--- config.mk ---
export PLATFORM = sky130hd
export DESIGN_NAME = irq_pacer
export DESIGN_NICKNAME = d
export VERILOG_FILES = /design/src/rtl/irq_pace_pkg.sv /design/src/rtl/irq_tick_gen.sv /design/src/rtl/irq_pace_chan.sv /design/src/rtl/irq_misc_sel.sv /design/src/rtl/irq_pacer.sv
export SDC_FILE = /design/constraint.sdc
export NUM_CORES = 1
export LEC_CHECK = 0
export ABC_AREA = 0
export BUFFER_PORTS_ARGS = -buffer_cell sky130_fd_sc_hd__buf_2
export CORE_UTILIZATION = 55
export CTS_BUF_LIST = sky130_fd_sc_hd__clkbuf_8
export CTS_CLUSTER_SIZE = 30
export DETAILED_ROUTE_END_ITERATION = 10
export GPL_ROUTABILITY_DRIVEN = 0
export PLACE_DENSITY = 0.89
export SETUP_SLACK_MARGIN = 0.2
export SYNTH_ARGS = -nofsm -noshare
export SYNTH_HDL_FRONTEND = slang
export SYNTH_SLANG_ARGS = --single-unit
--- constraint.sdc ---
create_clock -name clk_i -period 3.2 [get_ports clk_i]
set_input_delay 0.16 -clock clk_i [delete_from_list [all_inputs] [get_ports clk_i]]
set_output_delay 0.16 -clock clk_i [all_outputs]
set_load 0.03 [all_outputs]
--- src/rtl/irq_pace_pkg.sv ---
package irq_pace_pkg;
  localparam int unsigned NCH    = 8;
  localparam int unsigned LIM_W  = 4;
  localparam int unsigned WIN_W  = 12;
  localparam int unsigned MISC_N = 6;

  typedef enum int unsigned {
    MISC_HOST_ERR = 0,
    MISC_STAT     = 1,
    MISC_USER0    = 2,
    MISC_USER1    = 3,
    MISC_LINK0    = 4,
    MISC_LINK1    = 5
  } misc_bit_e;
endpackage

--- src/rtl/irq_tick_gen.sv ---
module irq_tick_gen #(
  parameter int unsigned WIN_W = 12
) (
  input  logic             clk_i,
  input  logic             rst_ni,
  input  logic [WIN_W-1:0] win_i,
  output logic             tick_o
);
  logic [WIN_W-1:0] pre_q;
  logic [WIN_W:0]   pre_inc;
  logic             wrap;

  assign pre_inc = {1'b0, pre_q} + 1'b1;
  assign wrap    = pre_inc >= {1'b0, win_i};
  assign tick_o  = (pre_q == '0);

  always_ff @(posedge clk_i or negedge rst_ni) begin
    if (!rst_ni) pre_q <= '0;
    else         pre_q <= wrap ? '0 : pre_inc[WIN_W-1:0];
  end


  tick_gap_chk: assert property (@(posedge clk_i) disable iff (!rst_ni)
    (tick_o && win_i > 1) |=> (!tick_o || $past(win_i) != win_i));
endmodule

--- src/rtl/irq_pace_chan.sv ---
module irq_pace_chan #(
  parameter int unsigned LIM_W = 4
) (
  input  logic             clk_i,
  input  logic             rst_ni,
  input  logic             tick_i,
  input  logic             en_i,
  input  logic [LIM_W-1:0] lim_i,
  input  logic             src_i,
  output logic             irq_o
);
  logic             pend_q, pend_d;
  logic [LIM_W-1:0] cnt_q, cnt_d, cnt_base;
  logic             req, allow, fire;

  assign req      = src_i | pend_q;
  // window start: count restarts, so only a zero limit blocks
  assign allow    = tick_i ? (lim_i != '0) : (cnt_q < lim_i);
  assign fire     = req & (~en_i | allow);
  assign irq_o    = fire;
  assign pend_d   = req & ~fire;
  assign cnt_base = tick_i ? '0 : cnt_q;
  assign cnt_d    = cnt_base + {{(LIM_W-1){1'b0}}, en_i & fire};

  always_ff @(posedge clk_i or negedge rst_ni) begin
    if (!rst_ni) begin
      pend_q <= 1'b0;
      cnt_q  <= '0;
    end else begin
      pend_q <= pend_d;
      cnt_q  <= cnt_d;
    end
  end


  held_kept_chk: assert property (@(posedge clk_i) disable iff (!rst_ni)
    (en_i && src_i && !irq_o) |=> pend_q);

  limit_hold_chk: assert property (@(posedge clk_i) disable iff (!rst_ni)
    (en_i && !tick_i && cnt_q >= lim_i) |-> !irq_o);

  release_chk: assert property (@(posedge clk_i) disable iff (!rst_ni)
    (en_i && tick_i && pend_q && lim_i != '0) |-> irq_o);

  zero_lim_chk: assert property (@(posedge clk_i) disable iff (!rst_ni)
    (en_i && lim_i == '0) |-> !irq_o);

  bypass_chk: assert property (@(posedge clk_i) disable iff (!rst_ni)
    (!en_i && src_i) |-> (irq_o ##1 !pend_q));
endmodule

--- src/rtl/irq_misc_sel.sv ---
module irq_misc_sel #(
  parameter int unsigned MISC_N = 6
) (
  input  logic [MISC_N-1:0] evt_i,
  input  logic [MISC_N-1:0] mask_i,
  output logic              irq_o
);
  assign irq_o = |(evt_i & mask_i);
endmodule

--- src/rtl/irq_pacer.sv ---
module irq_pacer
  import irq_pace_pkg::*;
#(
  parameter int unsigned N_CH   = NCH,
  parameter int unsigned L_W    = LIM_W,
  parameter int unsigned W_W    = WIN_W,
  parameter int unsigned M_N    = MISC_N
) (
  input  logic              clk_i,
  input  logic              rst_ni,
  input  logic [W_W-1:0]    win_cycles_i,
  input  logic [N_CH-1:0]   rx_pace_en_i,
  input  logic [N_CH-1:0]   tx_pace_en_i,
  input  logic [N_CH*L_W-1:0] rx_lim_i,
  input  logic [N_CH*L_W-1:0] tx_lim_i,
  input  logic [N_CH-1:0]   rx_src_i,
  input  logic [N_CH-1:0]   tx_src_i,
  input  logic [N_CH-1:0]   thr_src_i,
  input  logic [M_N-1:0]    misc_evt_i,
  input  logic [M_N-1:0]    misc_mask_i,
  output logic [N_CH-1:0]   rx_irq_o,
  output logic [N_CH-1:0]   tx_irq_o,
  output logic [N_CH-1:0]   thr_irq_o,
  output logic              misc_irq_o
);
  localparam int unsigned NPACED = 2 * N_CH;

  logic                    tick;
  logic [NPACED-1:0]       en_all, src_all, irq_all;
  logic [NPACED*L_W-1:0]   lim_all;

  assign en_all  = {tx_pace_en_i, rx_pace_en_i};
  assign src_all = {tx_src_i, rx_src_i};
  assign lim_all = {tx_lim_i, rx_lim_i};

  irq_tick_gen #(.WIN_W(W_W)) u_tick (
    .clk_i (clk_i),
    .rst_ni(rst_ni),
    .win_i (win_cycles_i),
    .tick_o(tick)
  );

  for (genvar g = 0; g < NPACED; g++) begin : g_chan
    irq_pace_chan #(.LIM_W(L_W)) u_chan (
      .clk_i (clk_i),
      .rst_ni(rst_ni),
      .tick_i(tick),
      .en_i  (en_all[g]),
      .lim_i (lim_all[g*L_W +: L_W]),
      .src_i (src_all[g]),
      .irq_o (irq_all[g])
    );
  end

  assign rx_irq_o  = irq_all[N_CH-1:0];
  assign tx_irq_o  = irq_all[NPACED-1:N_CH];
  assign thr_irq_o = thr_src_i;

  irq_misc_sel #(.MISC_N(M_N)) u_misc (
    .evt_i (misc_evt_i),
    .mask_i(misc_mask_i),
    .irq_o (misc_irq_o)
  );


  thr_pass_chk: assert property (@(posedge clk_i) disable iff (!rst_ni)
    $rose(thr_src_i[0]) |-> thr_irq_o[0]);
endmodule

---- Word-level counts from Yosys, hierarchy flattened ----
Cells that the tools add are included.
storage, ports and cells
  output and inout bits ................... 25
  input bits .............................. 130
  flip-flop bits (word level) ............. 92
cells by class
  $add $sub $neg .......................... 17
  mux-type cells .......................... 33
  bitwise logic cells ..................... 113
  magnitude comparators ................... 17
  reductions and logical operators ........ 18
operators by type and width
  kind                                            count
  adder 4 x 1 -> 4 bit                            16
  < comparator 4 bit                              16
  two-way mux 4 bit                               16
  nonzero test 4 bit                              16
  bitwise AND 1 bit                               48
  NOT 1 bit                                       32
  bitwise OR 1 bit                                32
  two-way mux 1 bit                               16
  adder 12 x 1 -> 13 bit (second input constant)  1
  greater-or-equal comparator 13 x 12 -> 1 bit    1
  logical NOT 12 bit                              1
  two-way mux 12 bit                              1
  bitwise AND 6 bit                               1
  OR reduction 6 bit                              1

---- Logic depth before layout (Yosys ltp) ----
Gate-level depths: netlist of the first run.
  word-level depth ........................ 6
  depth in mapped cells ................... 12
  mapped depth without buffers ............ 10

---- By module ----
A second synthesis of the first run with hierarchy kept.
second synthesis, totals
  cell total of the unflattened synthesis .. 599
  area total of the unflattened synthesis .. 6,383.6 µm²
modules (own cells, without submodules)
  module         seq. area each (µm²)  cells an instance  area each (µm²)  instances
  irq_pace_chan  125.1                 30                 327.8            16
  irq_tick_gen   300.3                 107                1,051.0          1
  irq_pacer      0.0                   8                  60.1             1
  irq_misc_sel   0.0                   4                  27.5             1

---- Worst setup path after synthesis of the first run ----
No wires, ideal clock.
  path kind ............................... register to register
  from .................................... register u_tick.pre_q[0]
  to ...................................... register u_tick.pre_q[3]
  data required time ...................... 3.060 ns
  setup slack ............................. 0.699 ns
  cell stages (with the launch flop) ...... 11
  data arrival time ....................... 2.361 ns
  clock period less this slack ............ 2.501 ns
  cells stage by stage .................... dfrtp_1 > ha_1 > nand3_1 > nor3_1 > xor2_1 > ha_1 > nand4_1 > or3_1 > a31oi_1 > clkbuf_1 > nor4b_1
between the ends
  cells in the longest elaborated chain, start to end .. 3
ends and longest elaborated chain
  element                                       RTL line            text
  from (decl)                                   irq_tick_gen.sv:9   logic [WIN_W-1:0] pre_q;
  from (signal assigned)                        irq_tick_gen.sv:19  else pre_q <= wrap ? '0 : pre_inc[WIN_W-1:0];
  adder 12 x 1 -> 13 bit (*)                    irq_tick_gen.sv:13  assign pre_inc = {1'b0, pre_q} + 1'b1;
  greater-or-equal comparator 13 x 12 -> 1 bit  irq_tick_gen.sv:14  assign wrap = pre_inc >= {1'b0, win_i};
  two-way mux 12 bit (*)                        irq_tick_gen.sv:19
Mark *: on every way between the ends. The rest lies on a longest branch, timed or not.

---- Worst setup path in the final report of the first run ----
  from .................................... register u_tick.pre_q[0]
  to ...................................... output rx_irq_o[0]
between the ends
  cells in the longest elaborated chain, start to end .. 4
ends and longest elaborated chain
  element             RTL line             text
  logical NOT 12 bit  irq_tick_gen.sv:15   assign tick_o = (pre_q == '0);
  two-way mux 1 bit   irq_pace_chan.sv:18  assign allow = tick_i ? (lim_i != '0) : (cnt_q < lim_i);
  bitwise OR 1 bit    irq_pace_chan.sv:19  assign fire = req & (~en_i | allow);
  bitwise AND 1 bit   irq_pace_chan.sv:19
  to (decl)           irq_pacer.sv:21      output logic [N_CH-1:0] rx_irq_o,
No other way between the ends.

==> out/results.tsv, run 1 <==
stage	metric	value	unit
die	die height	108	um
clock_network	Worst-Skew Late Latency	0.36	ns
run	Max Cap Violations	0	
hold_path	Hold Path Origin	tx_lim_i[28]	
setup_path	arrival time worst endpoint	2.65	ns
yosys	Cell variety after synth	40	
finish	final std cells w/o fill	905	
setup_path	Reg2Reg Depth	10	
global_routing	total track usage	0.221	
setup_path	WS Path Type	reg -> out	
setup_path	WP buf/inv	3	
sta	Achievable Freq	356	MHz
route	initial drt markers	165	
yosys	EDFF count, synth	0	
finish	layout cells sized above 1	0.233	
power	Leak	3.81	nW
hold_path	Hold WC Path Type	in -> reg	
clock_network	root buffer cell	clkbuf_8	
setup_path	Worst setup SP type	flip-flop	
route	DRC Markers	0	
clock_network	number of buffers created by CTS	9	
finish	commonest non-fill, non-tap cell in the layout	buf_2	
sta	final worst slack	0.388	ns
die	I/O pin count	155	
setup_path	Top Family by Delay on Critical Path	simple AND/OR/NAND/NOR gates	
finish	footprint of the multi-input gates	0.00340	mm^2
clock_network	Sink Count	92	
route	Via density	5.47	
outcome	status	finished, final reports clean	
sta	RSZ-0062 raised after global routing	no	
sta	count of final max-slew check failures	0	
setup_path	crit-path cells	inv_1 > ha_1 > or4b_1 > or3_4 > buf_12 > o211ai_1 > a31oi_1 > buf_2	
yosys	Async S/R FF share, synth	1.00	
sta	worst slew pin tran	0.794	ns
yosys	synth warn	0	
hold_path	hold path depth	3	
setup_path	Max stage delay on crit path	0.51	ns
placed_design	HPWL Detailed	9.46	mm
sta	Setup Skew	0.00857	ns
clock_network	CTS tree	yes	
placed_design	port bufs	138	
yosys	Cells after Synth	637	
yosys	synthesized cell area	0.00623	mm^2
finish	most frequent cells in the layout	buf_2, ha_1, dfrtp_1	
die	Die Footprint	0.0118	mm^2
route	via count	4946	
die	row count	38	
finish	final-stage net count	984	
sta	period utilization	0.879	
global_routing	vias in the first global route	4921	
setup_path	Critical Path RT	3.04	ns
yosys	Seq/Total Area, Yosys	0.369	
hold_path	WHS Endpoint	g_chan[15].u_chan.pend_q	
sta	setup TNS	0	ns
sta	post-route minimum period	2.81	ns
clock_network	H-tree levels	3	
power	Max VDD drop	0.000402	V
sta	slew margin rel.	0.471	
placed_design	worst slack, placed	0.232	ns
die	initial core utilization	0.570	
setup_path	r2r setup slk	0.43	ns
setup_path	Worst Setup End Kind	output port	
route	WL per Instance	13.3	um
setup_path	R2R Path End	g_chan[15].u_chan.cnt_q[2]	
global_routing	initial antenna violation count	0	
global_routing	largest net degree at the start of global routing	62	
placed_design	placed cell count	887	
sta	Final Hold Viols	0	
sta	final setup vio count	0	
setup_path	r2r startpoint	u_tick.pre_q[0]	
global_routing	GRT Residual Overflow	0	
finish	Diodes inserted	0	
clock_network	worst-case clock buffer depth	2	
yosys	syn avg cell area	9.78	um^2
finish	P&R area growth vs syn	14.8	%
power	total power	5.10	mW
clock_network	Worst-path clk slew	0.08	ns
global_routing	first-pass GRT wire length	20.7	mm
yosys	FF+latch count, synth	92	
finish	Filler cells	879	
route	ANT nets after route	0	
die	core region area	0.0109	mm^2
route	1st-pass router iterations	4	
finish	Reg area	0.00230	mm^2
yosys	syn nets	861	
power	PD cells	713	mW/mm^2
die	Die X	108	um
route	WL final	12.0	mm
yosys	most used flip-flop cell after synthesis	dfrtp_1	
setup_path	worst-path maximum fanout	47	
setup_path	Crit-path slowest cell	or4b_1	
## logic make-up (layout without fill, tap and decap cells)
| group | Yosys count | count (layout) | synth area share |
|---|---|---|---|
| AOI/OAI and AO/OA | 125 | 125 | 0.140 |
| xor gates and xnor gates | 42 | 42 | 0.0590 |
| adders and majority gates | 94 | 94 | 0.189 |
| buffers and inverters | 114 | 242 | 0.0875 |
| DFF | 92 | 92 | 0.369 |
| and+or+nand+nor | 170 | 170 | 0.155 |
## report_power, final
group	switching (mW)	total, mW	internal, mW
sequential	0.372	2.04	1.67
combinational	1.18	2.26	1.08
clock	0.415	0.796	0.381
total	1.96	5.10	3.13
## routing by layer
layer | vias up | global-route usage | wire, um | share of wire
met5 | - | 0 | 0 | 0
met4 | 0 | 0.0859 | 217 | 0.018
li1 | 2458 | - | - | -
met3 | 25 | 0.0428 | 477 | 0.040
met1 | 2346 | 0.257 | 5250 | 0.44
met2 | 117 | 0.398 | 6080 | 0.51
## layout make-up
cell class,instances,share of cell area
tap,140,0.0245
inverter,78,0.0409
clock buffer,10,0.0192
clock inverter,6,0.00910
sequential,92,0.322
timing repair buffer,148,0.109
multi-input combinational,431,0.475
## worst max-delay path by stage
| stage | startpoint | end | slack, ns | cells past startpoint |
|---|---|---|---|---|
| floorplan | u_tick.pre_q[0] | u_tick.pre_q[3] | 0.70 | 10 |
| global placement | u_tick.pre_q[0] | g_chan[0].u_chan.cnt_q[2] | 0.36 | 10 |
| detailed placement | u_tick.pre_q[0] | g_chan[0].u_chan.cnt_q[2] | 0.23 | 10 |
| CTS | u_tick.pre_q[0] | rx_irq_o[0] | 0.23 | 8 |
| global route | u_tick.pre_q[0] | u_tick.pre_q[9] | 0.22 | 9 |
| finish | u_tick.pre_q[0] | rx_irq_o[0] | 0.39 | 8 |
## stage by stage
stage | utilization | cell area [um^2] | hold slack, ns
after floorplan | - | 6230 | -0.136
after global placement | 0.632 | 6920 | 0.296
after detailed placement | 0.632 | 6920 | 0.297
after CTS | 0.652 | 7130 | 0.151
after global routing | 0.654 | 7150 | 0.166
final | 0.654 | 7150 | 0.174
## sequential cells by signal, summed over array words and instances, names as in the netlist
signal / cells
g_chan.u_chan.cnt_q: 64
g_chan.u_chan.pend_q: 16
u_tick.pre_q: 12
## repair_timing
action / in CTS / in global routing
setup buffers: 0 / 1
hold endpoints to repair: 59 / 0
resized for setup: 1 / 5
setup endpoints to repair: 1 / 10
pin swaps: 0 / 3
hold buffers: 1 / 0
## worst register-to-register path: stages, from the launching register on
cell,delay [ns]
dfrtp_2,0.45
inv_1,0.08
ha_1,0.13
or4b_1,0.51
or3_4,0.42
buf_4,0.21
o211ai_1,0.18
a21oi_1,0.13
ha_1,0.24
ha_1,0.19
xnor2_1,0.12
## cell usage after synthesis, drive strengths merged, types with 3 or more instances
cell	count	area (um^2)
o211ai	17	188
clkbuf	5	18.8
a211oi	16	120
nor4b	9	78.8
dfrtp	92	2300
a31oi	17	106
and3b	16	140
xor2	19	166
ha	94	1180
inv	78	293
a21oi	18	90.1
nor3	4	25.0
buf	31	234
nand4	3	18.8
nor2	33	124
xnor2	23	201
or3	3	18.8
o41ai	16	140
nand2	24	90.1
nand3	22	110
o21ai	33	165
nand2b	16	100
a22oi	3	22.5
and2	32	200
Power figures use the tool's default switching activity.
==> run 2: changes to the inputs <==
CORE_UTILIZATION = 42   (was 55)
PLACE_DENSITY = 0.72   (was 0.89)
==> out/results.tsv, run 2 (synthesis results as in run 1) <==
stage	metric	value	unit	change
sta	final setup vio count	0		unchanged
sta	post-route minimum period	2.77	ns	-0.0392 ns
global_routing	vias in the first global route	4388		-11%
finish	Diodes inserted	0		unchanged
route	initial drt markers	115		-30%
placed_design	port bufs	138		unchanged
setup_path	CP endpoint	rx_irq_o[0]		
setup_path	Critical Path RT	3.04	ns	about the same
finish	commonest non-fill, non-tap cell in the layout	buf_2		
setup_path	Crit-path slowest cell	or4b_4		
global_routing	initial antenna violation count	0		unchanged
sta	Achievable Freq	361	MHz	+1.4%
route	1st-pass router iterations	4		unchanged
die	Die X	124	um	+14%
setup_path	crit path from	u_tick.pre_q[0]		
finish	Top reg by flops	g_chan.u_chan.cnt_q		
setup_path	worst-path maximum fanout	20		-57%
die	initial core utilization	0.430		-0.139
clock_network	worst-case clock buffer depth	2		unchanged
route	Via density	5.04		-7.8%
clock_network	CTS tree	yes		
sta	period utilization	0.866		-0.0122
finish	max FFs per register	64		unchanged
setup_path	WS Path Type	reg -> out		
sta	count of final max-slew check failures	0		unchanged
route	WL final	12.0	mm	about the same
power	Max VDD drop	0.000274	V	-32%
route	ANT nets after route	0		unchanged
hold_path	Hold WC Path Type	in -> reg		
setup_path	Max stage delay on crit path	0.48	ns	-0.03 ns
setup_path	r2r setup slk	0.55	ns	+0.12 ns
finish	most frequent cells in the layout	buf_2, ha_1, dfrtp_1		
die	I/O pin count	155		unchanged
global_routing	first-pass GRT wire length	19.4	mm	-6.5%
sta	Final Hold Viols	0		unchanged
clock_network	Worst-Skew Late Latency	0.38	ns	+0.02 ns
global_routing	GRT Residual Overflow	0		unchanged
die	row count	44		+16%
clock_network	number of buffers created by CTS	9		unchanged
run	Max Cap Violations	0		unchanged
route	via count	4781		-3.3%
setup_path	R2R Path End	g_chan[0].u_chan.cnt_q[2]		
finish	layout cells sized above 1	0.235		+0.00261
hold_path	hold path depth	3		unchanged
setup_path	crit-path cells	inv_1 > ha_1 > or4b_4 > nor3_4 > buf_4 > o41ai_1 > a31oi_1 > buf_2		
sta	setup TNS	0	ns	unchanged
finish	final-stage net count	984		unchanged
clock_network	H-tree levels	3		unchanged
route	WL per Instance	12.7	um	-4.7%
clock_network	Sink Count	92		unchanged
die	core region area	0.0145	mm^2	+32%
die	die height	124	um	+14%
setup_path	r2r startpoint	u_tick.pre_q[0]		
placed_design	HPWL Detailed	9.19	mm	-2.8%
power	total power	5.13	mW	+0.71%
global_routing	largest net degree at the start of global routing	49		-21%
route	DRC Markers	0		unchanged
power	Leak	3.83	nW	+0.58%
clock_network	Worst-path clk slew	0.09	ns	about the same
sta	RSZ-0062 raised after global routing	no		
die	Die Footprint	0.0153	mm^2	+30%
finish	Filler cells	1312		+49%
finish	P&R area growth vs syn	16.5	%	
sta	worst slew pin tran	0.554	ns	-0.240 ns
setup_path	Worst setup SP type	flip-flop		
clock_network	root buffer cell	clkbuf_8		
sta	Setup Skew	0.00864	ns	+0.0000702 ns
global_routing	total track usage	0.163		-0.0583
setup_path	Worst Setup End Kind	output port		
power	PD cells	707	mW/mm^2	-0.75%
sta	slew margin rel.	0.628		+0.157
outcome	status	finished, final reports clean		
setup_path	Reg2Reg Depth	10		unchanged
finish	Largest regs	g_chan.u_chan.cnt_q x64, g_chan.u_chan.pend_q x16, u_tick.pre_q x12		
setup_path	arrival time worst endpoint	2.61	ns	-0.04 ns
[run 2: worst min path at each step]
| stage | start | endpoint | slack [ns] |
|---|---|---|---|
| after global placement | rst_ni | g_chan[8].u_chan.pend_q | 0.11 |
| after global routing | rx_lim_i[28] | g_chan[7].u_chan.pend_q | 0.13 |
| after detailed placement | rst_ni | g_chan[8].u_chan.cnt_q[3] | 0.11 |
| after CTS | tx_lim_i[0] | g_chan[8].u_chan.pend_q | 0.13 |
| final | tx_lim_i[0] | g_chan[8].u_chan.pend_q | 0.15 |
| after floorplan | rst_ni | g_chan[0].u_chan.cnt_q[0] | -0.14 |
[run 2: per-layer routing]
layer	share of wire	GRT usage	up-vias	routed length [um]
li1	-	-	2458	-
met1	0.49	0.213	2197	5900
met2	0.44	0.263	109	5300
met3	0.049	0.0279	17	594
met4	0.018	0.0715	0	222
met5	0	0	-	0
[run 2: worst max-delay path: cells and delay by family, from the launching register on]
family,cells,cell delay [ns]
and+or+nand+nor,2,0.66
buffers and inverters,3,0.61
DFF,1,0.45
AOI/OAI and AO/OA,2,0.39
adders and majority gates,1,0.13
[run 2: layout make-up]
cell class | count | area, um^2 | share of cell area
multi-input combinational | 431 | 3400 | 0.468
sequential | 92 | 2300 | 0.317
timing repair buffer | 148 | 807 | 0.111
inverter | 78 | 293 | 0.0403
tap | 184 | 230 | 0.0317
clock buffer | 10 | 138 | 0.0190
clock inverter | 6 | 87.6 | 0.0121
[run 2: where the power goes]
group / total [mW] / switching (mW) / internal, mW
sequential: 2.03 / 0.357 / 1.67
clock: 0.890 / 0.430 / 0.460
combinational: 2.22 / 1.14 / 1.07
[run 2: repair_timing]
item,CTS,global route
hold endpoints to repair,28,0
setup endpoints to repair,0,20
gates resized for setup,0,5
buffers inserted,0,0
hold buffers,1,0
[run 2: through the flow]
step | hold slack (ns) | instances | util | setup WS (ns) | instance area [um^2]
global route | 0.132 | 949 | 0.501 | 0.262 | 7260
floorplan | -0.136 | 637 | - | 0.699 | 6230
detailed placement | 0.115 | 931 | 0.482 | 0.364 | 6980
CTS | 0.127 | 948 | 0.499 | 0.238 | 7220
global placement | 0.114 | 931 | 0.482 | 0.436 | 6980
finish | 0.152 | 949 | 0.501 | 0.428 | 7260
==> run 3: changes to the inputs <==
CORE_ASPECT_RATIO = 1.2   (was default)
GPL_TIMING_DRIVEN = 0   (was default)
==> out/results.tsv, run 3 (synthesis results as in run 1) <==
stage	metric	value	unit	change
outcome	status	finished, final reports clean		
route	initial drt markers	114		-0.87%
clock_network	number of buffers created by CTS	9		unchanged
setup_path	crit path from	u_tick.pre_q[0]		
setup_path	r2r startpoint	u_tick.pre_q[0]		
setup_path	cell repeated most along the worst path	buf_6		
die	Die X	113	um	-8.6%
clock_network	Sink Count	92		unchanged
setup_path	Max stage delay on crit path	0.48	ns	about the same
setup_path	Worst Setup End Kind	output port		
finish	Top reg by flops	g_chan.u_chan.cnt_q		
global_routing	initial antenna violation count	0		unchanged
power	Leak	4.02	nW	+4.8%
finish	most frequent cells in the layout	buf_2, ha_1, dfrtp_1		
clock_network	worst-case clock buffer depth	2		unchanged
die	core region area	0.0144	mm^2	-0.45%
route	via count	4977		+4.1%
setup_path	arrival time worst endpoint	2.73	ns	+0.12 ns
finish	max FFs per register	64		unchanged
placed_design	port bufs	146		+5.8%
finish	commonest non-fill, non-tap cell in the layout	buf_2		
sta	post-route minimum period	2.89	ns	+0.120 ns
placed_design	worst slack, placed	0.0453	ns	-0.319 ns
die	Die Footprint	0.0153	mm^2	about the same
die	row count	48		+9.1%
sta	slew margin rel.	0.566		-0.0622
route	1st-pass router iterations	4		unchanged
die	I/O pin count	155		unchanged
finish	Final Cell Area	0.00753	mm^2	+3.7%
power	Max VDD drop	0.000305	V	+12%
finish	Diodes inserted	0		unchanged
hold_path	Hold WC Path Type	in -> reg		
sta	Setup Skew	0.00933	ns	+0.000691 ns
power	PD cells	713	mW/mm^2	+0.79%
placed_design	HPWL Detailed	10.1	mm	+9.9%
finish	layout cells sized above 1	0.270		+0.0343
setup_path	crit-path cells	inv_1 > ha_1 > or4b_4 > or3_4 > buf_6 > buf_6 > o211ai_2 > a31oi_1 > buf_4 > buf_2		
sta	period utilization	0.904		+0.0374
route	DRC Markers	0		unchanged
die	die height	135	um	+9.4%
route	ANT nets after route	0		unchanged
finish	final-stage net count	1024		+4.1%
sta	Achievable Freq	346	MHz	-4.1%
route	WL final	13.2	mm	+9.4%
route	WL per Instance	13.4	um	+6.0%
sta	setup TNS	0	ns	unchanged
clock_network	root buffer cell	clkbuf_8		
placed_design	placed cell areas	0.00721	mm^2	+3.3%
global_routing	total track usage	0.182		+0.0188
global_routing	first-pass GRT wire length	22.0	mm	+13%
global_routing	largest net degree at the start of global routing	68		+39%
setup_path	r2r setup slk	0.32	ns	-0.23 ns
sta	final worst slack	0.308	ns	-0.120 ns
clock_network	Worst-Skew Late Latency	0.37	ns	about the same
route	Via density	5.08		+0.81%
finish	Filler cells	1341		+2.2%
sta	Final Hold Viols	0		unchanged
finish	P&R area growth vs syn	20.8	%	
finish	Largest regs	g_chan.u_chan.cnt_q x64, g_chan.u_chan.pend_q x16, u_tick.pre_q x12		
clock_network	Worst-path clk slew	0.09	ns	about the same
setup_path	Critical Path RT	3.04	ns	about the same
setup_path	WS Path Type	reg -> out		
setup_path	Reg2Reg Depth	10		unchanged
sta	worst slew pin tran	0.651	ns	+0.0970 ns
sta	final setup vio count	0		unchanged
sta	final hold slack	0.154	ns	+0.00264 ns
setup_path	CP endpoint	rx_irq_o[3]		
sta	RSZ-0062 raised after global routing	no		
die	initial core utilization	0.432		+0.00194
setup_path	Crit-path slowest cell	or4b_4		
setup_path	Worst setup SP type	flip-flop		
clock_network	CTS tree	yes		
setup_path	worst-path maximum fanout	10		-50%
setup_path	R2R Path End	g_chan[6].u_chan.cnt_q[2]		
run	Max Cap Violations	0		unchanged
global_routing	vias in the first global route	4809		+9.6%
sta	count of final max-slew check failures	0		unchanged
global_routing	GRT Residual Overflow	0		unchanged
clock_network	H-tree levels	3		unchanged
-- run 3: cell types whose count changed in the layout (fill, tap and decap cells not counted), sizes merged --
cell and delta:
buf +37, bufinv +1, clkbuf +3, clkinv +1
clkinvlp -2
-- run 3: routing by layer --
metal	global-route usage	vias up	share of wire
met5	0	-	0
met4	0.0738	0	0.020
met3	0.0286	17	0.042
met2	0.309	105	0.47
met1	0.230	2316	0.46
li1	-	2539	-
-- run 3: worst max-delay path, delay by kind of cell, from the launching register on --
kind,cells,cell delay (ns)
buffers and inverters,5,0.73
DFF,1,0.45
adders and majority gates,1,0.13
AOI/OAI and AO/OA,2,0.20
and+or+nand+nor,2,0.86
-- run 3: worst min path at each step --
| stage | from | end | slack (ns) | depth (start not counted) |
|---|---|---|---|---|
| global route | rx_lim_i[18] | g_chan[4].u_chan.pend_q | 0.14 | 3 |
| finish | tx_lim_i[12] | g_chan[11].u_chan.pend_q | 0.15 | 3 |
| detailed placement | rst_ni | g_chan[6].u_chan.pend_q | 0.10 | 1 |
| global placement | g_chan[8].u_chan.cnt_q[3] | g_chan[8].u_chan.cnt_q[3] | 0.53 | 2 |
| floorplan | rst_ni | g_chan[0].u_chan.cnt_q[0] | -0.14 | 0 |
| CTS | tx_lim_i[24] | g_chan[14].u_chan.pend_q | 0.13 | 3 |
-- run 3: cell type report --
cell class | count | area [um^2] | area share
plain buffers | 36 | 264 | 0.0351
clock buffers | 10 | 138 | 0.0183
clock inverters | 6 | 111 | 0.0148
inverters | 78 | 293 | 0.0389
multi-input cells | 431 | 3400 | 0.452
flip-flops and latches | 92 | 2300 | 0.306
well taps | 175 | 219 | 0.0291
repair buffers | 152 | 801 | 0.106
-- run 3: timing repair --
item | 4_1_cts | 5_1_grt
resized for setup | 4 | 6
hold buffers | 1 | 0
endpoints found under the hold margin | 25 | 0
endpoints found under the setup margin | 55 | 45
setup buffers | 1 | 3
pin swaps | 1 | 0
-- run 3: report_power, final --
group,switching [mW],total (mW),internal [mW]
clock network,0.432,0.972,0.540
registers,0.359,2.03,1.67
logic,1.19,2.37,1.18
-- run 3: stage by stage --
| step | utilization | total power [mW] | std cells |
|---|---|---|---|
| 4_1_cts | 0.520 | 5.41 | 977 |
| 6_report | 0.522 | 5.37 | 980 |
| 3_5_place_dp | 0.500 | 4.40 | 959 |
| 3_3_place_gp | 0.498 | 4.28 | 958 |
| 5_1_grt | 0.522 | 5.89 | 980 |
| 2_1_floorplan | - | 3.79 | 637 |
